$ cat src/rtl/acpi_seq_pkg.sv
package acpi_seq_pkg;

  typedef enum logic [1:0] {
    PS_S5     = 2'd0,
    PS_S3     = 2'd1,
    PS_S0     = 2'd2,
    PS_UNUSED = 2'd3
  } pstate_e;

  typedef enum logic [1:0] {
    SRC_OFF  = 2'd0,
    SRC_MAIN = 2'd1,
    SRC_STBY = 2'd2
  } src_e;

  // S3 codes are ignored while in S5: no direct S5 -> S3 path
  function automatic pstate_e decode_code(input logic [2:0] code, input pstate_e cur);
    pstate_e nxt;
    case (code)
      3'b111:                 nxt = PS_S0;
      3'b110:                 nxt = PS_UNUSED;
      3'b101, 3'b011, 3'b001: nxt = (cur == PS_S5) ? PS_S5 : PS_S3;
      default:                nxt = PS_S5;
    endcase
    return nxt;
  endfunction

  function automatic src_e dual_src(input pstate_e st);
    return (st == PS_S0 || st == PS_UNUSED) ? SRC_MAIN : SRC_STBY;
  endfunction

  function automatic src_e adj_src(input pstate_e st);
    src_e s;
    case (st)
      PS_S0:   s = SRC_MAIN;
      PS_S3:   s = SRC_STBY;
      default: s = SRC_OFF;
    endcase
    return s;
  endfunction

endpackage

$ cat src/rtl/acpi_sync.sv
module acpi_sync #(
  parameter int WIDTH = 1
) (
  input  logic             clk_i,
  input  logic             rst_ni,
  input  logic [WIDTH-1:0] d_i,
  output logic [WIDTH-1:0] q_o
);

  for (genvar i = 0; i < WIDTH; i++) begin : g_bit
    logic s1_q, s2_q;
    always_ff @(posedge clk_i or negedge rst_ni) begin
      if (!rst_ni) begin
        s1_q <= 1'b0;
        s2_q <= 1'b0;
      end else begin
        s1_q <= d_i[i];
        s2_q <= s1_q;
      end
    end
    assign q_o[i] = s2_q;
  end

endmodule

$ cat src/rtl/acpi_state_ctl.sv
module acpi_state_ctl
  import acpi_seq_pkg::*;
(
  input  logic       clk_i,
  input  logic       rst_ni,
  input  logic       good_i,
  input  logic [2:0] code_i,
  output pstate_e    state_o
);

  pstate_e state_q, prev_q, cand;

  assign cand = decode_code(code_i, state_q);

  // commit only after the candidate is seen on two consecutive edges
  always_ff @(posedge clk_i or negedge rst_ni) begin
    if (!rst_ni) begin
      state_q <= PS_S5;
      prev_q  <= PS_S5;
    end else if (!good_i) begin
      state_q <= PS_S5;
      prev_q  <= PS_S5;
    end else begin
      prev_q <= cand;
      if (cand == prev_q && cand != state_q) state_q <= cand;
    end
  end

  assign state_o = state_q;

endmodule

$ cat src/rtl/acpi_dual_switch.sv
module acpi_dual_switch
  import acpi_seq_pkg::*;
#(
  parameter int M2S_CYC = 8,
  parameter int S2M_CYC = 1
) (
  input  logic clk_i,
  input  logic rst_ni,
  input  logic good_i,
  input  src_e tgt_i,
  input  logic fault_i,
  output logic main_o,
  output logic stby_o,
  output logic active_o
);

  localparam int MAXC = (M2S_CYC > S2M_CYC) ? M2S_CYC : S2M_CYC;
  localparam int CW   = $clog2(MAXC + 1);
  localparam logic [CW-1:0] LIM_M2S = CW'(M2S_CYC - 1);
  localparam logic [CW-1:0] LIM_S2M = CW'(S2M_CYC - 1);

  typedef enum logic [1:0] {DS_MAIN, DS_STBY, DS_DEAD} dst_e;

  dst_e          st_q;
  logic          to_main_q;
  logic [CW-1:0] cnt_q;
  logic [CW-1:0] lim;

  assign lim = to_main_q ? LIM_S2M : LIM_M2S;

  always_ff @(posedge clk_i or negedge rst_ni) begin
    if (!rst_ni) begin
      st_q      <= DS_STBY;
      to_main_q <= 1'b0;
      cnt_q     <= '0;
    end else if (!good_i) begin
      st_q      <= DS_STBY;
      to_main_q <= 1'b0;
      cnt_q     <= '0;
    end else begin
      case (st_q)
        DS_MAIN: if (tgt_i == SRC_STBY) begin
          st_q      <= DS_DEAD;
          to_main_q <= 1'b0;
          cnt_q     <= '0;
        end
        DS_STBY: if (tgt_i == SRC_MAIN) begin
          st_q      <= DS_DEAD;
          to_main_q <= 1'b1;
          cnt_q     <= '0;
        end
        default: begin
          if (cnt_q == lim) st_q <= to_main_q ? DS_MAIN : DS_STBY;
          else              cnt_q <= cnt_q + 1'b1;
        end
      endcase
    end
  end

  assign main_o   = good_i && !fault_i && (st_q == DS_MAIN);
  assign stby_o   = good_i && !fault_i && (st_q == DS_STBY);
  assign active_o = (st_q != DS_DEAD);

endmodule

$ cat src/rtl/acpi_adj_switch.sv
module acpi_adj_switch
  import acpi_seq_pkg::*;
#(
  parameter int OVL_CYC = 6
) (
  input  logic clk_i,
  input  logic rst_ni,
  input  logic good_i,
  input  src_e tgt_i,
  input  logic fault_i,
  output logic main_o,
  output logic stby_o,
  output logic active_o
);

  localparam int CW = $clog2(OVL_CYC + 1);
  localparam logic [CW-1:0] LIM = CW'(OVL_CYC - 1);

  typedef enum logic [1:0] {AS_OFF, AS_MAIN, AS_STBY, AS_OVL} ast_e;

  ast_e          st_q;
  logic          to_main_q;
  logic [CW-1:0] cnt_q;

  always_ff @(posedge clk_i or negedge rst_ni) begin
    if (!rst_ni) begin
      st_q      <= AS_OFF;
      to_main_q <= 1'b0;
      cnt_q     <= '0;
    end else if (!good_i) begin
      st_q      <= AS_OFF;
      to_main_q <= 1'b0;
      cnt_q     <= '0;
    end else begin
      case (st_q)
        AS_OFF: begin
          if (tgt_i == SRC_MAIN)      st_q <= AS_MAIN;
          else if (tgt_i == SRC_STBY) st_q <= AS_STBY;
        end
        AS_MAIN: begin
          if (tgt_i == SRC_OFF) st_q <= AS_OFF;
          else if (tgt_i == SRC_STBY) begin
            st_q      <= AS_OVL;
            to_main_q <= 1'b0;
            cnt_q     <= '0;
          end
        end
        AS_STBY: begin
          if (tgt_i == SRC_OFF) st_q <= AS_OFF;
          else if (tgt_i == SRC_MAIN) begin
            st_q      <= AS_OVL;
            to_main_q <= 1'b1;
            cnt_q     <= '0;
          end
        end
        default: begin
          if (tgt_i == SRC_OFF)  st_q  <= AS_OFF;
          else if (cnt_q == LIM) st_q  <= to_main_q ? AS_MAIN : AS_STBY;
          else                   cnt_q <= cnt_q + 1'b1;
        end
      endcase
    end
  end

  assign main_o   = good_i && !fault_i && (st_q == AS_MAIN || st_q == AS_OVL);
  assign stby_o   = good_i && !fault_i && (st_q == AS_STBY || st_q == AS_OVL);
  assign active_o = (st_q != AS_OFF);

endmodule

$ cat src/rtl/acpi_uv_fault.sv
module acpi_uv_fault #(
  parameter int QUAL_CYC = 300
) (
  input  logic clk_i,
  input  logic rst_ni,
  input  logic good_i,
  input  logic uv_i,
  input  logic active_i,
  output logic fault_o
);

  localparam int CW = $clog2(QUAL_CYC + 1);
  localparam logic [CW-1:0] LIM = CW'(QUAL_CYC - 1);

  logic [CW-1:0] cnt_q;
  logic          fault_q;

  always_ff @(posedge clk_i or negedge rst_ni) begin
    if (!rst_ni) begin
      cnt_q   <= '0;
      fault_q <= 1'b0;
    end else if (!good_i) begin
      cnt_q   <= '0;
      fault_q <= 1'b0;
    end else if (!fault_q) begin
      if (uv_i && active_i) begin
        if (cnt_q == LIM) fault_q <= 1'b1;
        else              cnt_q   <= cnt_q + 1'b1;
      end else begin
        cnt_q <= '0;
      end
    end
  end

  assign fault_o = fault_q && good_i;

endmodule

$ cat src/rtl/acpi_pwr_seq.sv
module acpi_pwr_seq
  import acpi_seq_pkg::*;
#(
  parameter int DEAD_M2S_CYC   = 8,
  parameter int DEAD_S2M_CYC   = 1,
  parameter int OVERLAP_CYC    = 6,
  parameter int FAULT_QUAL_CYC = 300
) (
  input  logic       clk_i,
  input  logic       rst_ni,
  input  logic       stby_good_i,
  input  logic       pwr_ok_i,
  input  logic       slp_s3_i,
  input  logic       slp_s5_i,
  input  logic       dual_uv_i,
  input  logic       adj_uv_i,
  output logic [1:0] state_o,
  output logic       main_en_o,
  output logic       dual_main_gate_o,
  output logic       dual_stby_gate_o,
  output logic       adj_main_drv_o,
  output logic       adj_stby_drv_o,
  output logic       dual_fault_o,
  output logic       adj_fault_o
);

  localparam int NSYNC = 6;
  localparam int NRAIL = 2;  // 0: dual, 1: adjustable

  logic [NSYNC-1:0] raw, syn;
  logic             good_s;
  logic [2:0]       code_s;
  logic [NRAIL-1:0] uv_s, rail_active, fault;
  pstate_e          pstate;

  assign raw    = {adj_uv_i, dual_uv_i, slp_s5_i, slp_s3_i, pwr_ok_i, stby_good_i};
  assign good_s = syn[0];
  assign code_s = {syn[1], syn[2], syn[3]};
  assign uv_s   = syn[5:4];

  acpi_sync #(.WIDTH(NSYNC)) u_sync (
    .clk_i (clk_i),
    .rst_ni(rst_ni),
    .d_i   (raw),
    .q_o   (syn)
  );

  acpi_state_ctl u_state (
    .clk_i  (clk_i),
    .rst_ni (rst_ni),
    .good_i (good_s),
    .code_i (code_s),
    .state_o(pstate)
  );

  acpi_dual_switch #(
    .M2S_CYC(DEAD_M2S_CYC),
    .S2M_CYC(DEAD_S2M_CYC)
  ) u_dual (
    .clk_i   (clk_i),
    .rst_ni  (rst_ni),
    .good_i  (good_s),
    .tgt_i   (dual_src(pstate)),
    .fault_i (fault[0]),
    .main_o  (dual_main_gate_o),
    .stby_o  (dual_stby_gate_o),
    .active_o(rail_active[0])
  );

  acpi_adj_switch #(.OVL_CYC(OVERLAP_CYC)) u_adj (
    .clk_i   (clk_i),
    .rst_ni  (rst_ni),
    .good_i  (good_s),
    .tgt_i   (adj_src(pstate)),
    .fault_i (fault[1]),
    .main_o  (adj_main_drv_o),
    .stby_o  (adj_stby_drv_o),
    .active_o(rail_active[1])
  );

  for (genvar i = 0; i < NRAIL; i++) begin : g_fault
    acpi_uv_fault #(.QUAL_CYC(FAULT_QUAL_CYC)) u_flt (
      .clk_i   (clk_i),
      .rst_ni  (rst_ni),
      .good_i  (good_s),
      .uv_i    (uv_s[i]),
      .active_i(rail_active[i]),
      .fault_o (fault[i])
    );
  end

  assign state_o      = pstate;
  assign main_en_o    = good_s && (pstate == PS_S0 || pstate == PS_UNUSED);
  assign dual_fault_o = fault[0];
  assign adj_fault_o  = fault[1];

endmodule

$ cat config.mk
export PLATFORM = sky130hd
export DESIGN_NAME = acpi_pwr_seq
export DESIGN_NICKNAME = d
export VERILOG_FILES = /design/src/rtl/acpi_seq_pkg.sv /design/src/rtl/acpi_sync.sv /design/src/rtl/acpi_state_ctl.sv /design/src/rtl/acpi_dual_switch.sv /design/src/rtl/acpi_adj_switch.sv /design/src/rtl/acpi_uv_fault.sv /design/src/rtl/acpi_pwr_seq.sv
export SDC_FILE = /design/constraint.sdc
export NUM_CORES = 1
export LEC_CHECK = 0
export BUFFER_PORTS_ARGS = -buffer_cell sky130_fd_sc_hd__buf_2
export CAP_MARGIN = 25
export CORE_AREA = 4 4 74 76
export DETAILED_ROUTE_END_ITERATION = 6
export DIE_AREA = 0 0 78 80
export PLACE_DENSITY = 0.72
export SETUP_SLACK_MARGIN = 0.3
export SYNTH_ARGS = -nofsm -noshare
export SYNTH_HDL_FRONTEND = slang
export SYNTH_SLANG_ARGS = --single-unit
$ cat constraint.sdc
create_clock -name clk_i -period 1.61 [get_ports clk_i]
set_input_delay 0.0805 -clock clk_i [delete_from_list [all_inputs] [get_ports clk_i]]
set_output_delay 0.0805 -clock clk_i [all_outputs]
set_load 0.005 [all_outputs]
==> run summary, run 1 <==
Die X = 78 um
Syn Std Cell Area = 2530 um^2
Mapped Nets = 284
final global-route overflow total = 0
leak pwr = 1.76 nW
layout cell share with drive strength beyond 1 = 50.0%
period utilization = 103%
Ys Warns = 0
clock share of power = 25.5%
DRT antenna net count = 0
RR Endpoint = u_adj.cnt_q[0]$_DFFE_PN0P_
wire per inst = 15.5 um
Int Pwr = 2.07 mW
CP startpoint kind = flop
vias per cell = 5.44
Sum Neg Setup Slack = -62.7 ps
Clock Path Buffers = 2
Worst EP required = 1800 ps
FP Rows = 25
vias = 2269
worst slew pin tran = 439 ps
synthesized flop and latch total = 49
Final WS setup = -55.2 ps
clk_lat worst skew = 300 ps
Synth cell types = 42
reg2reg start = u_state.state_o[1]$_DFFE_PN0P_
Synth Instances = 262
Final min period = 1670 ps
CORE AREA = 4720 um^2
Filler Cell Count = 248
io pins = 17
htree depth = 2
synth-to-layout area growth = 54.8%
antenna diode count = 0
run status = complete, but fails checks
Combinational Power Share = 28.3%
CP Class = reg -> reg
Pre-Repair DR Iteration Count = 4
Storage cell area = 1240 um^2
number of antenna violations at the first check in global routing = 0
sequential group share of total power = 46.2%
TritonCTS buffer count = 5
final-report hold violation count = 0
average size of a mapped cell = 9.66 um^2
WL final = 6480 um
Core Util, Final = 83.0%
fmax = 601 MHz
PD cells = 759 nW/um^2
# Max-Cap Violations = 0
1st-iter DRT viols = 133
die area = 6240 um^2
Reg2Reg Setup Slack = -60 ps
clock skew = 8.87 ps
total track usage = 20.8%
Post-DP Area = 2930 um^2
CTS root buf = clkbuf_8
register area share after synthesis = 48.5%
crit path max fanout = 4
failing checks = setup timing
first-pass GRT wire length = 10300 um
fin area = 3920 um^2
CTS tree = built
Final Non-Filler Cells = 417
starting density of the core = 53.6%
largest net degree at the start of global routing = 33
Max-slew headroom = 70.7%
CTS sink count = 49
Clk pin slew, worst setup/hold paths = 90 ps
nets = 371
RD Place Congestion = 0.780
CP Capture Type = flop
IO Port Bufs = 16
R2R cell count = 6
post-detailed-route DRC marker count = 0
die height = 80 um
VDD IR-drop max = 0.593 mV
Psw = 0.900 mW
vias in the first global route = 2302
DP Cell Count = 354
area occupied by multi-input gates = 1730 um^2
sw frac = 30.3%
Post-DP HPWL = 3460 um
# setup viols final = 3
min-delay worst type = in -> async
RSZ-0062 raised after global routing = yes
dpl ws = -16.0 ps
Final Max Slew Viols = 0
Worst EP arrival = 1860 ps
[cells by family (layout without fill, tap and decap cells)]
kind of cell	Yosys count	after routing	share of synthesized area, %
compound gates	65	65	15.6
mux	10	10	4.25
xor+xnor	5	5	1.73
fa+ha+maj	14	14	6.92
buf+inv	19	107	2.97
simple gates	100	100	20.0
flops	49	49	48.5
[layout by cell type, fill, tap and decap left out, types with 4 or more instances in the layout]
master         Yosys  layout
dfrtp_1           48      41
buf_4              1      39
nand2_1           34      31
buf_6              0      21
o21ai_1            4      17
buf_2              0      16
o21ai_0           34      12
nor2_1            18      11
ha_4               0      10
a21oi_1           10       8
o21ai_2            0       7
and3_4             0       7
dfrtp_2            0       7
dlygate4sd3_1      0       7
inv_1             14       6
mux2i_1            7       6
clkbuf_8           0       6
inv_4              0       5
nand3_2            0       5
nand3_1           11       5
nor2b_1            5       4
nor2_2             0       4
[power groups by stage]
stage	registers (mW)	clock network [mW]	logic, mW
4_1_cts	1.36	0.778	0.707
3_5_place_dp	1.37	0	0.484
5_1_grt	1.38	0.840	0.920
6_report	1.37	0.758	0.842
2_1_floorplan	1.36	0	0.333
3_3_place_gp	1.37	0	0.477
[cell usage after synthesis]
master | number | share of area [%]
a21o_1 | 1 | 0.30
nor2b_1 | 5 | 1.2
dfstp_2 | 1 | 1.0
mux2_2 | 2 | 0.89
ha_1 | 14 | 6.9
mux2i_1 | 7 | 2.8
nand4b_1 | 1 | 0.35
inv_1 | 14 | 2.1
nand2_2 | 2 | 0.49
nor4bb_1 | 1 | 0.40
buf_4 | 1 | 0.30
a222oi_1 | 1 | 0.40
and3_1 | 9 | 2.2
a31oi_1 | 1 | 0.25
nand2_1 | 34 | 5.0
clkinv_1 | 1 | 0.15
a31o_2 | 2 | 0.69
nand3_1 | 11 | 2.2
o41ai_1 | 2 | 0.69
a32o_1 | 2 | 0.79
a21boi_0 | 1 | 0.30
a21oi_1 | 10 | 2.0
xor2_1 | 1 | 0.35
clkbuf_1 | 3 | 0.44
o211a_1 | 1 | 0.40
nor3b_1 | 3 | 0.89
o211ai_1 | 1 | 0.30
nand4_1 | 2 | 0.49
nor3_1 | 2 | 0.40
mux2_4 | 1 | 0.59
o2111ai_1 | 1 | 0.35
xnor2_1 | 4 | 1.4
o21ai_1 | 4 | 0.79
dfrtp_1 | 48 | 47
nand2b_1 | 5 | 1.2
a22o_1 | 3 | 1.0
a21oi_4 | 1 | 0.64
nor2_1 | 18 | 2.7
and2_1 | 2 | 0.49
o21ai_0 | 34 | 6.7
nor4b_1 | 4 | 1.4
or4b_4 | 1 | 0.54
[stage by stage]
step,hold WS [ps],total power [mW]
finish,249,2.97
global route,288,3.14
CTS,255,2.85
detailed placement,50.1,1.85
global placement,46.7,1.84
floorplan,-215,1.69
[critical path: stages (launching register included)]
cell,delay (ps)
dfrtp_2,440
inv_4,60
ha_4,290
buf_6,100
o2111ai_4,120
o21ai_4,220
mux2_4,320
[layer usage]
layer | up-vias | share of wire [%] | global-route usage, %
met5 | - | 0 | 0
met4 | 0 | 0.97 | 6.47
met3 | 6 | 2.3 | 2.93
met2 | 36 | 53 | 38.4
met1 | 1127 | 44 | 25.0
li1 | 1100 | - | -
[sequential cells by signal (all words and copies together) (netlist names)]
register	cells
u_dual.st_q	2
g_fault.u_flt.fault_q	2
u_dual.cnt_q	4
u_adj.cnt_q	3
u_dual.to_main_q	1
g_fault.u_flt.cnt_q	18
u_sync.g_bit.s2_q	6
u_state.state_o	2
u_adj.to_main_q	1
u_sync.g_bit.s1_q	6
u_state.prev_q	2
u_adj.st_q	2
[how the worst max path moves through the flow]
stage,from,to,depth (start not counted)
CTS,u_dual.cnt_q[1]$_DFFE_PN0P_,u_dual.st_q[0]$_DFFE_PN1P_,5
finish,u_state.state_o[1]$_DFFE_PN0P_,u_adj.cnt_q[0]$_DFFE_PN0P_,6
global placement,u_adj.st_q[1]$_DFFE_PN0P_,u_adj.cnt_q[0]$_DFFE_PN0P_,6
global route,u_state.state_o[1]$_DFFE_PN0P_,u_adj.st_q[1]$_DFFE_PN0P_,7
detailed placement,u_state.state_o[1]$_DFFE_PN0P_,u_adj.cnt_q[0]$_DFFE_PN0P_,6
floorplan,u_dual.cnt_q[0]$_DFFE_PN0P_,u_dual.st_q[0]$_DFFE_PN1P_,5
[what timing repair did]
action,in CTS,in global routing
gates cloned,0,0
resized for setup,78,43
buffers inserted,30,18
setup endpoints to repair,40,42
hold buffers,7,0
hold endpoints to repair,22,0
pin swaps,31,27
[layout make-up]
cell class	instances	share of cell area, %
clock buffers	7	2.20
flip-flops and latches	49	31.5
inverters	15	1.88
well taps	67	2.14
repair buffers	84	17.8
clock inverters	1	0.192
multi-input cells	194	44.2
(Power assumes the default switching activity.)
==> run 2: changes to the inputs <==
PLACE_DENSITY = 0.85   (was 0.72)
==> run 2 against run 1 <==
  * The run still ends with setup timing left
  * Global-route usage grew 3.1 points
  * Final cell count increased by 1.9%
  * Worst setup slack got worse by 76 ps
  * Clock skew grew 4.6 ps
  * Cell area up 3.5%
  * Critical endpoint is now u_adj.st_q[1]$_DFFE_PN0P_
  * Largest cell class unchanged
==> run summary, run 2 (same netlist as run 1, synthesis figures left out) <==
final global-route overflow total = 0 (unchanged)
hold_ws = 251 ps (+2.27 ps)
Psw = 1.08 mW (+20%)
GRT met1 Usage = 27.5% (+2.6 points)
TritonCTS buffer count = 5 (unchanged)
Final min period = 1740 ps (+75.8 ps)
FP Rows = 25 (unchanged)
CTS tree = built
area occupied by multi-input gates = 1770 um^2 (+2.0%)
Core Util, Final = 85.9% (+2.9 points)
slowest stage delay, CP = 460 ps (+20 ps)
clock skew = 13.4 ps (+4.55 ps)
GR Util met2 = 42.9% (+4.5 points)
grt peak-use layer = met2
CTS sink count = 49 (unchanged)
Post-DP HPWL = 3530 um (+1.9%)
layout cell share with drive strength beyond 1 = 53.1% (+3.1 points)
CP startpoint kind = flop
CP Class = reg -> reg
die height = 80 um (unchanged)
VDD IR-drop max = 0.864 mV (+46%)
Final Non-Filler Cells = 425 (+1.9%)
Filler Cell Count = 200 (-19%)
# Max-Cap Violations = 0 (unchanged)
CP Capture Type = flop
vias in the first global route = 2361 (+2.6%)
vias per cell = 6.07 (+12%)
vias = 2580 (+14%)
CTS root buf = clkbuf_8
worst path cell trace = inv_4, ha_4, inv_2, a222oi_1, o21ai_1, nand2_1, mux2i_1
nets = 379 (+2.2%)
io pins = 17 (unchanged)
fmax = 574 MHz (-4.4%)
Final Max Slew Viols = 0 (unchanged)
commonest non-fill, non-tap cell in the layout = dfrtp_1
crit path max fanout = 4 (unchanged)
htree depth = 2 (unchanged)
first-pass GRT wire length = 11400 um (+11%)
largest net degree at the start of global routing = 31 (-6.1%)
die area = 6240 um^2 (unchanged)
post-detailed-route DRC marker count = 0 (unchanged)
worst slew pin tran = 510 ps (+71.1 ps)
Pre-Repair DR Iteration Count = 5 (+1)
Largest regs = g_fault.u_flt.cnt_q (18), u_sync.g_bit.s1_q (6), u_sync.g_bit.s2_q (6)
total track usage = 23.8% (+3.1 points)
Tot Pwr = 3.23 mW (+8.6%)
Final WS setup = -131 ps (-75.8 ps)
Die X = 78 um (unchanged)
synth-to-layout area growth = 60.3%
Combinational Power Share = 33.0% (+4.7 points)
DP Cell Count = 356 (+0.56%)
Clk pin slew, worst setup/hold paths = 100 ps (about the same)
IO Port Bufs = 16 (unchanged)
failing checks = setup timing
RD Place Congestion = 0.814 (+4.3%)
register name with the most flops = g_fault.u_flt.cnt_q
CORE AREA = 4720 um^2 (unchanged)
Max-slew headroom = 66.0% (-4.7 points)
min-delay worst type = in -> async
GRT met3 Usage = 4.29% (+1.4 points)
antenna diode count = 0 (unchanged)
RSZ-0062 raised after global routing = yes
period utilization = 108% (+4.7 points)
most frequent cells in the layout = 42 x dfrtp_1, 39 x buf_4, 28 x nand2_1
final-report hold violation count = 0 (unchanged)
PD cells = 796 nW/um^2 (+4.9%)
WL final = 8650 um (+33%)
starting density of the core = 53.6% (unchanged)
sw frac = 33.5% (+3.3 points)
DRT antenna net count = 0 (unchanged)
Clock Path Buffers = 2 (unchanged)
Worst EP arrival = 1990 ps (+130 ps)
clock share of power = 24.9% (-0.6 points)
Int Pwr = 2.15 mW (+3.5%)
Critical-path top delay cell = dfrtp_2
# setup viols final = 11 (+8)
run status = complete, but fails checks
sequential group share of total power = 42.1% (-4.1 points)
max reg flops = 18 (unchanged)
number of antenna violations at the first check in global routing = 0 (unchanged)
leak pwr = 1.81 nW (+2.6%)
wire per inst = 20.4 um (+31%)
1st-iter DRT viols = 211 (+59%)
Worst EP required = 1860 ps (+60 ps)
Storage cell area = 1230 um^2 (-0.10%)
clk_lat worst skew = 320 ps (+20 ps)
-- run 2: cell types whose count changed in the layout (fill, tap and decap cells not counted), sizes merged --
cell      before  now
buf           77   84
clkbuf         7    5
clkinv         0    1
clkinvlp       1    0
inv           15   17
nand3         11   12
-- run 2: cell type report --
class                           instances  area share (%)
Inverter                               15            1.94
Tap cell                               67            2.07
Multi-Input combinational cell        195            43.5
Clock buffer                            5            1.70
Timing Repair Buffer                   91            19.6
Clock inverter                          3           0.709
Sequential cell                        49            30.4
-- run 2: worst paths after layout --
kind	endpoint	slack (ps)	cells past startpoint	startpoint
setup / recovery	u_adj.st_q[1]$_DFFE_PN0P_	-130	7	u_state.state_o[1]$_DFFE_PN0P_
hold / removal	u_adj.to_main_q$_DFFE_PN0P_	250	2	rst_ni
max in group asynchronous	u_sync.g_bit[0].s2_q$_DFF_PN0_	810	3	rst_ni
setup reg to reg	u_adj.st_q[1]$_DFFE_PN0P_	-130	7	u_state.state_o[1]$_DFFE_PN0P_
hold reg to reg	u_sync.g_bit[0].s2_q$_DFF_PN0_	360	0	u_sync.g_bit[0].s1_q$_DFF_PN0_
min in group clk_i	u_sync.g_bit[0].s2_q$_DFF_PN0_	360	0	u_sync.g_bit[0].s1_q$_DFF_PN0_
-- run 2: what timing repair did --
item | 4_1_cts | 5_1_grt
cloned | 1 | 0
hold buffers | 7 | 0
pin swaps | 33 | 27
setup endpoints to repair | 40 | 41
setup buffers | 34 | 19
hold endpoints to repair | 24 | 0
gates resized for setup | 81 | 55
-- run 2: power groups by stage --
stage,clock network [mW],registers [mW],logic [mW]
2_1_floorplan,0,1.36,0.333
3_3_place_gp,0,1.36,0.494
3_5_place_dp,0,1.37,0.510
4_1_cts,0.806,1.35,0.837
5_1_grt,0.863,1.37,1.14
6_report,0.806,1.36,1.06
-- run 2: through the flow --
step / worst slack, ps / setup TNS [ps] / instance area [um^2]
3_3_place_gp: 18.7 / 0 / 2940
3_5_place_dp: -23.9 / -51.5 / 2940
6_report: -131 / -761 / 4060
2_1_floorplan: -18.0 / -18.0 / 2680
5_1_grt: -199 / -1480 / 4060
4_1_cts: -28.1 / -28.1 / 3680
-- run 2: critical path, delay by kind of cell, from the launching register on --
family          cells  cell delay [ps]
simple gates        1              160
buf+inv             2              110
mux                 1              210
fa+ha+maj           1              300
flops               1              460
compound gates      2              420
-- run 2: metal layers --
metal,up-vias,wire length (um)
met3,43,524
met1,1263,3400
met2,152,4330
met5,-,0
met4,0,399
li1,1122,-
==> run 3: changes to the inputs <==
PLACE_DENSITY = 0.83   (was 0.85)
clock period = 2.1 ns   (was 1.61 ns; I/O delays follow)
==> run 3 against run 2 <==
  * The flow now finishes without violations
  * Flip-flop and latch count stayed put
  * Critical path depth fell by 2
  * Clock-buffer cell count did not move
  * Core utilization decreased by 23 points
  * Global-route usage down 7.0 points
==> run summary, run 3 (same netlist as run 1, synthesis figures left out) <==
Worst EP required = 2280 ps (+420 ps)
htree depth = 2 (unchanged)
largest net degree at the start of global routing = 22 (-29%)
VDD IR-drop max = 0.514 mV (-40%)
Final Max Slew Viols = 0 (unchanged)
antenna diode count = 0 (unchanged)
CTS root buf = clkbuf_8
Die X = 78 um (unchanged)
PD cells = 655 nW/um^2 (-18%)
RD Place Congestion = 0.868 (+6.6%)
Core Util, Final = 62.4% (-23 points)
min-delay worst type = in -> async
clk_lat worst skew = 300 ps (-20 ps)
FP Rows = 25 (unchanged)
vias in the first global route = 1849 (-22%)
1st-iter DRT viols = 206 (-2.4%)
Pre-Repair DR Iteration Count = 5 (unchanged)
most frequent cells in the layout = 44 x dfrtp_1, 34 x nand2_1, 32 x o21ai_0
DRT antenna net count = 0 (unchanged)
reg2reg start = u_state.state_o[1]$_DFFE_PN0P_
first-pass GRT wire length = 8320 um (-27%)
clock skew = 17.1 ps (+3.68 ps)
CP Class = reg -> reg
CP startpoint kind = flop
area occupied by multi-input gates = 1250 um^2 (-29%)
total track usage = 16.8% (-7.0 points)
max reg flops = 18 (unchanged)
final global-route overflow total = 0 (unchanged)
CTS sink count = 49 (unchanged)
Clock Path Buffers = 2 (unchanged)
synth-to-layout area growth = 16.5%
worst slew pin tran = 493 ps (-17.0 ps)
final-report hold violation count = 0 (unchanged)
# setup viols final = 0 (-11)
die height = 80 um (unchanged)
TritonCTS buffer count = 5 (unchanged)
CP Capture Type = flop
Worst EP arrival = 1920 ps (-70 ps)
layout cell share with drive strength beyond 1 = 18.3% (-35 points)
IO Port Bufs = 16 (unchanged)
Largest regs = g_fault.u_flt.cnt_q (18), u_sync.g_bit.s1_q (6), u_sync.g_bit.s2_q (6)
leak pwr = 1.38 nW (-24%)
# Max-Cap Violations = 0 (unchanged)
Final min period = 1740 ps (+3.13 ps)
post-detailed-route DRC marker count = 0 (unchanged)
number of antenna violations at the first check in global routing = 0 (unchanged)
period utilization = 83.0% (-25 points)
Max-slew headroom = 67.1% (+1.1 points)
RSZ-0062 raised after global routing = yes
starting density of the core = 53.6% (unchanged)
register name with the most flops = g_fault.u_flt.cnt_q
CORE AREA = 4720 um^2 (unchanged)
run status = complete, no violations
WL final = 4870 um (-44%)
Clk pin slew, worst setup/hold paths = 100 ps (about the same)
Sum Neg Setup Slack = 0 ps (+761 ps)
wire per inst = 13.3 um (-35%)
vias = 1998 (-23%)
io pins = 17 (unchanged)
CTS tree = built
Storage cell area = 1230 um^2 (-0.20%)
vias per cell = 5.44 (-10%)
crit path max fanout = 7 (+3)
commonest non-fill, non-tap cell in the layout = dfrtp_1
Setup crit start = u_state.state_o[1]$_DFFE_PN0P_
fmax = 573 MHz (-0.18%)
Post-DP HPWL = 3490 um (-1.2%)
nets = 321 (-15%)
Filler Cell Count = 383 (+92%)
die area = 6240 um^2 (unchanged)
-- run 3: cell types whose count changed in the layout (fill, tap and decap cells not counted), sizes merged --
cell,previous run,this run
buf,84,27
inv,17,15
clkinv,1,2
clkinvlp,0,1
nand3,12,11
-- run 3: where the power goes --
part	total (mW)	leakage, nW	internal, mW	switching (mW)
Sequential	1.04	0.642	0.991	0.0446
Clock	0.552	0.0445	0.237	0.316
Combinational	0.343	0.693	0.147	0.196
-- run 3: layer usage --
layer	wire (um)	global-route usage, %	up-vias
li1	-	-	993
met1	2220	21.3	971
met2	2460	29.1	28
met3	123	2.48	6
met4	65	6.47	0
met5	0	0	-
-- run 3: final timing paths --
| check | cells after the start | slack (ps) | to |
|---|---|---|---|
| max | 5 | 360 | u_adj.cnt_q[0]$_DFFE_PN0P_ |
| min | 2 | 300 | u_state.prev_q[1]$_DFF_PN0_ |
| max reg2reg | 5 | 360 | u_adj.cnt_q[0]$_DFFE_PN0P_ |
| min reg2reg | 0 | 350 | u_sync.g_bit[3].s2_q$_DFF_PN0_ |
| max in group asynchronous | 3 | 1140 | u_dual.st_q[0]$_DFFE_PN1P_ |
| min in group clk_i | 0 | 350 | u_sync.g_bit[3].s2_q$_DFF_PN0_ |
-- run 3: cell type report --
class,count,area share [%]
Clock buffer,5,2.33
Clock inverter,3,0.721
Inverter,15,1.91
Multi-Input combinational cell,194,42.5
Sequential cell,49,41.8
Tap cell,67,2.84
Timing Repair Buffer,34,7.89
-- run 3: what timing repair did --
| item | CTS | global route |
|---|---|---|
| endpoints found under the setup margin | 7 | 18 |
| endpoints found under the hold margin | 25 | 0 |
| setup buffers | 1 | 5 |
| gates resized for setup | 3 | 9 |
| hold buffers | 7 | 0 |
| pin swaps | 1 | 3 |
-- run 3: through the flow --
| step | hold slack (ps) | std cells | power (mW) | cell area (um^2) | setup slack (ps) |
|---|---|---|---|---|---|
| floorplan | -191 | 262 | 1.26 | 2530 | 358 |
| global placement | 85.3 | 346 | 1.36 | 2710 | 232 |
| detailed placement | 97.4 | 346 | 1.37 | 2710 | 109 |
| CTS | 310 | 362 | 1.93 | 2890 | 308 |
| global route | 332 | 367 | 2.03 | 2950 | 254 |
| finish | 303 | 367 | 1.93 | 2950 | 356 |
-- run 3: worst max-delay path, stage by stage, from the launching register on --
cell	delay, ps
dfrtp_2	420
inv_1	80
ha_2	380
o2111ai_1	190
o21ai_2	210
mux2_2	350
